[config.mk]
export PLATFORM = sky130hd
export DESIGN_NAME = supv_reset_gen
export DESIGN_NICKNAME = d
export VERILOG_FILES = /design/src/rtl/supv_rst_pkg.sv /design/src/rtl/pg_sync.sv /design/src/rtl/delay_timer.sv /design/src/rtl/supv_reset_gen.sv
export SDC_FILE = /design/constraint.sdc
export NUM_CORES = 1
export LEC_CHECK = 0
export BUFFER_PORTS_ARGS = -buffer_cell sky130_fd_sc_hd__buf_2
export CORE_MARGIN = 2
export CORE_UTILIZATION = 40
export CTS_CLUSTER_SIZE = 8
export DETAILED_ROUTE_END_ITERATION = 8
export PLACE_DENSITY = 0.7
export SYNTH_ARGS = -nofsm -noshare
export SYNTH_HDL_FRONTEND = slang
export SYNTH_SLANG_ARGS = --single-unit
export TNS_END_PERCENT = 30
[constraint.sdc]
create_clock -name clk -period 6.35 [get_ports clk]
set_input_delay 1.27 -clock clk [delete_from_list [all_inputs] [get_ports clk]]
set_output_delay 1.27 -clock clk [all_outputs]
set_load 0.05 [all_outputs]
[src/rtl/supv_rst_pkg.sv]
package supv_rst_pkg;

    localparam int unsigned SYNC_STAGES_DEF = 2;

    // Synchronized rail status carried between stages
    typedef struct packed {
        logic io;
        logic mem;
    } rails_t;

    localparam int unsigned RAIL_COUNT = $bits(rails_t);

    // Width needed to hold units * cycles_per_unit
    function automatic int unsigned target_width(input int unsigned unit_w,
                                                 input int unsigned cyc_per_unit);
        return unit_w + $clog2(cyc_per_unit + 1);
    endfunction

endpackage

[src/rtl/pg_sync.sv]
module pg_sync #(
    parameter int unsigned W      = 2,
    parameter int unsigned STAGES = 2
) (
    input  logic         clk,
    input  logic         rst,
    input  logic [W-1:0] d_async,
    output logic [W-1:0] q_sync
);

    generate
        for (genvar b = 0; b < W; b++) begin : g_bit
            logic [STAGES-1:0] chain;
            always_ff @(posedge clk) begin
                if (rst) begin
                    chain <= '0;
                end else begin
                    chain <= {chain[STAGES-2:0], d_async[b]};
                end
            end
            assign q_sync[b] = chain[STAGES-1];
        end
    endgenerate

endmodule

[src/rtl/delay_timer.sv]
module delay_timer #(
    parameter int unsigned UNIT_W        = 8,
    parameter int unsigned CYCLES_PER_UNIT = 4
) (
    input  logic                  clk,
    input  logic                  rst,
    input  logic                  phone_on,
    input  supv_rst_pkg::rails_t  rails,
    input  logic [UNIT_W-1:0]     delay_units,
    output logic                  done
);
    import supv_rst_pkg::*;

    localparam int unsigned TGT_W = target_width(UNIT_W, CYCLES_PER_UNIT);
    localparam logic [TGT_W-1:0] CPU_V = TGT_W'(CYCLES_PER_UNIT);

    logic [TGT_W-1:0] target;
    logic [TGT_W-1:0] cnt;
    logic             mem_q;
    logic             mem_fall;
    logic             clear;
    logic             run;

    assign target   = TGT_W'(delay_units) * CPU_V;
    assign mem_fall = mem_q && !rails.mem;
    assign clear    = !phone_on || !rails.io || mem_fall;
    assign run      = phone_on && rails.io;
    assign done     = (cnt >= target);

    always_ff @(posedge clk) begin
        if (rst) begin
            mem_q <= 1'b0;
        end else begin
            mem_q <= rails.mem;
        end
    end

    always_ff @(posedge clk) begin
        if (rst) begin
            cnt <= '0;
        end else if (clear) begin
            cnt <= '0;
        end else if (run && (cnt < target)) begin
            cnt <= cnt + 1'b1;
        end
    end

    // a memory-rail drop empties the counter
    p_mem_drop_clears_r5: assert property (@(posedge clk) disable iff (rst)
        (mem_q && !rails.mem) |=> (cnt == '0));

    // counter only clears or steps by one
    p_count_step_r2: assert property (@(posedge clk) disable iff (rst)
        (cnt != $past(cnt)) |-> ((cnt == '0) || (cnt == $past(cnt) + 1'b1)));

endmodule

[src/rtl/supv_reset_gen.sv]
module supv_reset_gen #(
    parameter int unsigned UNIT_W          = 8,
    parameter int unsigned CYCLES_PER_UNIT = 4,
    parameter int unsigned SYNC_STAGES     = supv_rst_pkg::SYNC_STAGES_DEF
) (
    input  logic              clk,
    input  logic              rst,
    input  logic              io_pg,
    input  logic              mem_pg,
    input  logic              phone_on,
    input  logic [UNIT_W-1:0] delay_units,
    output logic              rst_n_o
);
    import supv_rst_pkg::*;

    logic [RAIL_COUNT-1:0] rails_raw;
    logic [RAIL_COUNT-1:0] rails_syn;
    rails_t                rails;
    logic                  tmr_done;
    logic                  rst_n_q;

    assign rails_raw = {io_pg, mem_pg};

    pg_sync #(
        .W      (RAIL_COUNT),
        .STAGES (SYNC_STAGES)
    ) u_sync (
        .clk     (clk),
        .rst     (rst),
        .d_async (rails_raw),
        .q_sync  (rails_syn)
    );

    assign rails = rails_t'(rails_syn);

    delay_timer #(
        .UNIT_W          (UNIT_W),
        .CYCLES_PER_UNIT (CYCLES_PER_UNIT)
    ) u_timer (
        .clk         (clk),
        .rst         (rst),
        .phone_on    (phone_on),
        .rails       (rails),
        .delay_units (delay_units),
        .done        (tmr_done)
    );

    always_ff @(posedge clk) begin
        if (rst) begin
            rst_n_q <= 1'b0;
        end else begin
            rst_n_q <= phone_on && rails.io && rails.mem && tmr_done;
        end
    end

    assign rst_n_o = rst_n_q;

    // held low by the block reset
    p_low_after_reset_r1: assert property (@(posedge clk)
        rst |=> !rst_n_o);

    // a missing rail forces the line low on the next edge
    p_rail_loss_low_r4: assert property (@(posedge clk) disable iff (rst)
        !(rails.io && rails.mem) |=> !rst_n_o);

    // phone off keeps the line low
    p_phone_off_low_r7: assert property (@(posedge clk) disable iff (rst)
        !phone_on |=> !rst_n_o);

    // a release only follows a completed delay
    p_release_after_delay_r2: assert property (@(posedge clk) disable iff (rst)
        (rst_n_o && !$past(rst_n_o)) |-> $past(tmr_done));

endmodule

==> summary.md, run 1 <==
| Metric | Value |
|---|---|
| Post-CTS resize count | 0 |
| Post-synth top flop | dfxtp_1 |
| Count leader, synth | dfxtp_1 |
| Mean area per synthesized cell | 8.563 sq um |
| Leading post-synthesis cells by cell area | dfxtp_1, ha_1, inv_1, nand2_1, nor2_1 |
| Status | finished, final reports clean |
| Metal3 WL | 77 um |
| WL met2 | 833 um |
| Req. time, crit path | about 6600 ps |
| Syn Std Cell Area | 933.4 sq um |
| I/O Buffers | 13 |
| Yosys top cell area share | 36.46% |
| Setup Buffers After CTS | 0 |
| Startpoint types | input pin |
| Multi-input logic area | 544.3 sq um |
| Final Critical Period | 3123 ps |
| CTS tree | yes |
| First-pass GRT wire length | about 3 mm |
| Clock Tree Buf Depth | 2 |
| Syn. warnings | 0 |
| CTS Hold Buffers Added | 0 |
| Initial core utilization | between 40 and 50% |
| Largest area contributor in the netlist | dfxtp_1 |
| P&R area growth vs syn | 13.94% |
| CTS clk-pin slew, worst paths | 100 ps |
| Initial drt markers | 16 |
| Avg WL per Cell | 11.03 um |
| Period utilization | 49.19% |
| Number of vias per cell | 5.149 |
| Crit end category | flop |
| Rel. slew slack | 26.11% |
| Antenna violations before repair | 0 |
| Fillers | between 200 and 250 |
| Post-synth cell types | 33 |
| ANT nets after route | 0 |
| DRC | 0 |
| Worst skew pair latency | between 200 and 300 ps |
| Largest net degree at the start of global routing | 12 |
| Crit path max fanout | 5 |
| Synth Instances | about 110 |
| Final count of hold timing violations | 0 |
| Top layer in use | met4 |
| Slew @ Worst Pin | between 1000 and 1500 ps |
| Ant. Diodes | 0 |
| Die W | 52.31 um |
| Metal1 wirelength | 774 um |
| I/O pins | 14 |
| Synth cell count leaders | dfxtp_1, inv_1, nand2_1 |
| DR vias | 793 |
| Critical path arrival | 3340 ps |
| RSZ-0062 raised after global routing | no |
| Routability cong. | 0.8701 |
| Die Y | about 52 um |
| Max-slew violations | 0 |
| Leakage | 0.4568 nW |
| Syn Nets | 132 |
| Final Instance Area | 0.001064 sq mm |
| Layout cells sized above 1 | 15.87% |
| DIE AREA | 0.002736 sq mm |
| Register area | 340.3 sq um |
| TritonRoute pass-1 iters | 4 |
| Max cap viols | 0 |
| DP Cell Count | 150 |
| Tot Pwr | 179.5 uW |
| Total Routing Usage GR | 14.84% |
| Yosys reg bits | 17 |
| Root buffer cell | clkbuf_4 |
| Overflow after GRT | 0 |
| Fmax | 320.2 MHz |
| Sequential share of the synthesized area | 36.46% |
| Pwr Density | 168.8 mW/mm^2 |
| DP Area | roughly 0.0010 sq mm |
| WL final | 1.699 mm |
| Hold Crit Class | reg2reg |
| Setup CP Type | in2reg |
| Final core occ | approximately 48% |
| Setup violators final | 0 |
| Htree depth | 1 |
| Peak supply drop | 0.0001456 V |
| Post-Layout Cell Count | 154 |
| Core Region | roughly 0.0022 sq mm |
| Vias in the first global route | 770 |
| NumNets Final | 150 |
| Clk sinks | 17 |
| Setup TNS Final | 0 ps |
| Final HPWL DP | 1.412 mm |
| Total clock buffers created by CTS | 3 |
| Setup Skew | 0.4733 ps |
| Cell row count | 17 |
| Number of flops mapped to enable cells by yosys | 0 |
| Asr flop ratio synth | 0% |
-- logic make-up (layout without fill, tap and decap cells) --
family	count (synthesis)	in the layout	share of synthesized area (%)
and+or+nand+nor	44	44	25.20
AOI/OAI and AO/OA	20	20	14.88
DFF	17	17	36.46
buffers and inverters	13	30	5.228
adders and majority gates	10	10	13.40
xor gates and xnor gates	4	4	3.754
muxes	1	1	1.072
-- sequential cells by signal, indices dropped and copies added (netlist names) --
name	flops
rst_n_o	1
u_timer.mem_q	1
u_timer.cnt	11
u_sync.g_bit.chain	4
-- metrics by stage --
step / hold WS [ps] / setup slack, ps
global route: 461.0 / 3133
floorplan: 413.8 / 3093
detailed placement: 429.9 / 2910
finish: 449.4 / 3227
global placement: 422.7 / 2972
CTS: 456.2 / 3223
-- critical path: stages --
cell and delay, ps:
buf_2 70, inv_1 30, ha_1 300, a21o_1 170, a2111o_1 480, or4b_4 520, or3_1 350, a21oi_1 140
-- placed cells by master (no fill, tap or decap), types with 2 or more instances in the layout --
cell | Yosys | routed
dfxtp_1 | 17 | 17
inv_1 | 13 | 13
buf_2 | 0 | 13
nand2_1 | 11 | 11
ha_1 | 10 | 10
nor2_1 | 9 | 9
a21oi_1 | 6 | 6
nor2b_1 | 5 | 5
nand3_1 | 4 | 4
nor4_1 | 3 | 3
xnor2_1 | 3 | 3
clkbuf_4 | 0 | 3
a21o_1 | 2 | 2
o21ai_0 | 2 | 2
and3_1 | 2 | 2
nor3_1 | 2 | 2
a31oi_1 | 2 | 2
-- path summary, 6_finish.rpt --
path | to | depth (start not counted) | slack [ps] | startpoint
max | u_timer.cnt[9] | 8 | 3230 | delay_units[6]
min reg2reg | u_sync.g_bit[0].chain[1] | 1 | 450 | u_sync.g_bit[0].chain[0]
max reg2reg | u_timer.cnt[9] | 6 | 3980 | u_timer.cnt[8]
min | u_sync.g_bit[0].chain[1] | 1 | 450 | u_sync.g_bit[0].chain[0]
-- power by group --
part	switching, mW	internal, mW
logic	0.00570	0.00574
registers	0.000489	0.108
clock network	0.0357	0.0239
-- layout make-up --
type	instances	share of cell area, %
tap	28	3.294
sequential	17	32.00
clock buffer	3	2.118
clock inverter	1	0.7059
timing repair buffer	13	6.118
multi-input combinational	79	51.18
inverter	13	4.588
-- per-layer routing --
metal | GRT usage, % | vias up
li1 | - | 417
met1 | 15.40 | 360
met2 | 26.88 | 14
met3 | 6.286 | 2
met4 | 4.274 | 0
met5 | 0 | -
Note: power is estimated with default switching activity, not from simulation.
==> inputs of run 2 (changes only) <==
Settings changed: PLACE_DENSITY 0.7 to 0.73.
Clock period 6.35 ns to 2.6 ns, I/O delays scaled along.
==> summary.md, run 2 (synthesized netlist as in run 1, its figures left out) <==
| Metric | Value |
|---|---|
| Status | finished, final reports clean |
| Largest register by flop count | u_timer.cnt |
| WL final | 1.733 mm (+2.0%) |
| Crit end category | flop |
| Sequential fraction of design power | 60.8% (+0.4 points) |
| NumNets Final | 153 (+2.0%) |
| Total Routing Usage GR | 15.00% (+0.16 points) |
| Clock share of power | 32.5% (-0.7 points) |
| Die W | 52.31 um (unchanged) |
| Initial core utilization | 42.19% (unchanged) |
| DIE AREA | 0.002736 sq mm (unchanged) |
| Clock Tree Buf Depth | 2 (unchanged) |
| Pwr Density | 401.6 mW/mm^2 (+140%) |
| Root buffer cell | clkbuf_4 |
| Setup violators final | 0 (unchanged) |
| DRC | 0 (unchanged) |
| Top flop regs | u_timer.cnt (11), u_sync.g_bit.chain (4) |
| Total clock buffers created by CTS | 3 (unchanged) |
| Avg WL per Cell | 11.04 um (about the same) |
| Setup CP Type | in2reg |
| DP Area | 0.001056 sq mm (+2.2%) |
| Psw | 99.22 uW (+140%) |
| Rel. slew slack | 25.68% (-0.43 points) |
| Comb pwr share | 6.7% (+0.3 points) |
| Cell row count | 17 (unchanged) |
| Worst skew pair latency | 300 ps (about the same) |
| Number of vias per cell | 5.166 (+0.32%) |
| Vias in the first global route | 737 (-4.3%) |
| Setup Skew | 0.7109 ps (+0.2375 ps) |
| Met2 usage | 23.96% (-2.9 points) |
| First-pass GRT wire length | 3.008 mm (+0.23%) |
| M3 GR Usage | 6.286% (unchanged) |
| Net Sw Frac | 22.80% (-0.54 points) |
| Crit path max fanout | 3 (-2) |
| Final count of hold timing violations | 0 (unchanged) |
| Period utilization | slightly below 90% |
| ANT nets after route | 0 (unchanged) |
| Fmax | 431.2 MHz |
| TritonRoute pass-1 iters | 4 (unchanged) |
| CTS clk-pin slew, worst paths | 90 ps (about the same) |
| Largest net degree at the start of global routing | 11 (-1) |
| Most common cell after layout, fill and taps aside | dfxtp_1 |
| Initial drt markers | 14 (-2) |
| CTS Hold Buffers Added | 0 (unchanged) |
| GR peak layer | met2 |
| Layout cells sized above 1 | 17.83% (+2.0 points) |
| Req. time, crit path | 2820 ps (-3750 ps) |
| Clk sinks | 17 (unchanged) |
| Routing usage on met1 | 17.11% (+1.7 points) |
| Setup TNS Final | 0 ps (unchanged) |
| Final HPWL DP | 1.412 mm (about the same) |
| Max reg flops | 11 (unchanged) |
| Critical path arrival | 2540 ps (-800 ps) |
| Die Y | 52.31 um (unchanged) |
| Slew @ Worst Pin | 1103 ps (+6.453 ps) |
| I/O Buffers | 13 (unchanged) |
| Core Region | 0.002212 sq mm (unchanged) |
| Peak supply drop | 0.0002997 V (+110%) |
| Antenna violations before repair | 0 (unchanged) |
| P&R area growth vs syn | 16.09% |
| Final Instance Area | 0.001084 sq mm (+1.9%) |
| Post-CTS resize count | 0 (unchanged) |
| Overflow after GRT | 0 (unchanged) |
| RSZ-0062 raised after global routing | no |
| Max-slew violations | 0 (unchanged) |
| CTS tree | yes |
| Routability cong. | 0.8680 (-0.24%) |
| Cell-internal power | 335.9 uW (+140%) |
| I/O pins | 14 (unchanged) |
| Max cap viols | 0 (unchanged) |
| Post-Route Hold Slack | 424.1 ps (-25.33 ps) |
| DR vias | 811 (+2.3%) |
| Htree depth | 1 (unchanged) |
| Setup Buffers After CTS | 0 (unchanged) |
| Ant. Diodes | 0 (unchanged) |
| Post-Layout Cell Count | 157 (+1.9%) |
| Final Critical Period | roughly 2300 ps |
| Tot Pwr | 435.2 uW (+140%) |
| Startpoint types | input pin |
| DP Cell Count | 153 (+2.0%) |
| Most frequent cells in the layout | dfxtp_1, inv_1, buf_2 |
| Hold Crit Class | in2reg |
| Leakage | 0.4756 nW (+4.1%) |
-- run 2: cell type report --
| type | count | area, sq um |
|---|---|---|
| flip-flops and latches | 17 | 340.3 |
| multi-input cells | 79 | 544.3 |
| repair buffers | 16 | 87.58 |
| well taps | 28 | 35.03 |
| clock inverters | 1 | 5.005 |
| fillers | 230 | 1129 |
| clock buffers | 3 | 22.52 |
| inverters | 13 | 48.80 |
-- run 2: through the flow --
| stage | utilization (%) | setup slack, ps |
|---|---|---|
| after global placement | 47.74 | 36.88 |
| after floorplan | - | 93.08 |
| after CTS | 48.98 | 276.6 |
| after detailed placement | 47.74 | -49.95 |
| final | 48.98 | 280.7 |
| after global routing | 48.98 | 194.3 |
-- run 2: worst paths after layout --
check / depth (start not counted) / slack (ps) / start / endpoint
min: 2 / 420 / io_pg / u_sync.g_bit[1].chain[0]
max: 8 / 280 / delay_units[6] / u_timer.cnt[9]
min reg2reg: 1 / 450 / u_sync.g_bit[1].chain[0] / u_sync.g_bit[1].chain[1]
max reg2reg: 6 / 300 / u_timer.cnt[8] / u_timer.cnt[9]
-- run 2: power by group through the flow --
| stage | clock network (mW) | logic, mW | registers (mW) |
|---|---|---|---|
| floorplan | 0 | 0.0153 | 0.270 |
| global placement | 0 | 0.0283 | 0.271 |
| detailed placement | 0 | 0.0294 | 0.271 |
| CTS | 0.150 | 0.0296 | 0.265 |
| global route | 0.160 | 0.0335 | 0.265 |
| finish | 0.141 | 0.0292 | 0.265 |
-- run 2: worst max-delay path, cell delays in order --
cell and delay [ps]:
buf_2 70, inv_1 30, ha_1 300, a21o_1 170, a2111o_1 420, or4b_4 500
or3_1 350, a21oi_1 160
-- run 2: routing by layer --
layer  wire length (um)  vias up
li1                   -      429
met1                795      355
met2                797       20
met3                 95        7
met4                 44        0
met5                  0        -
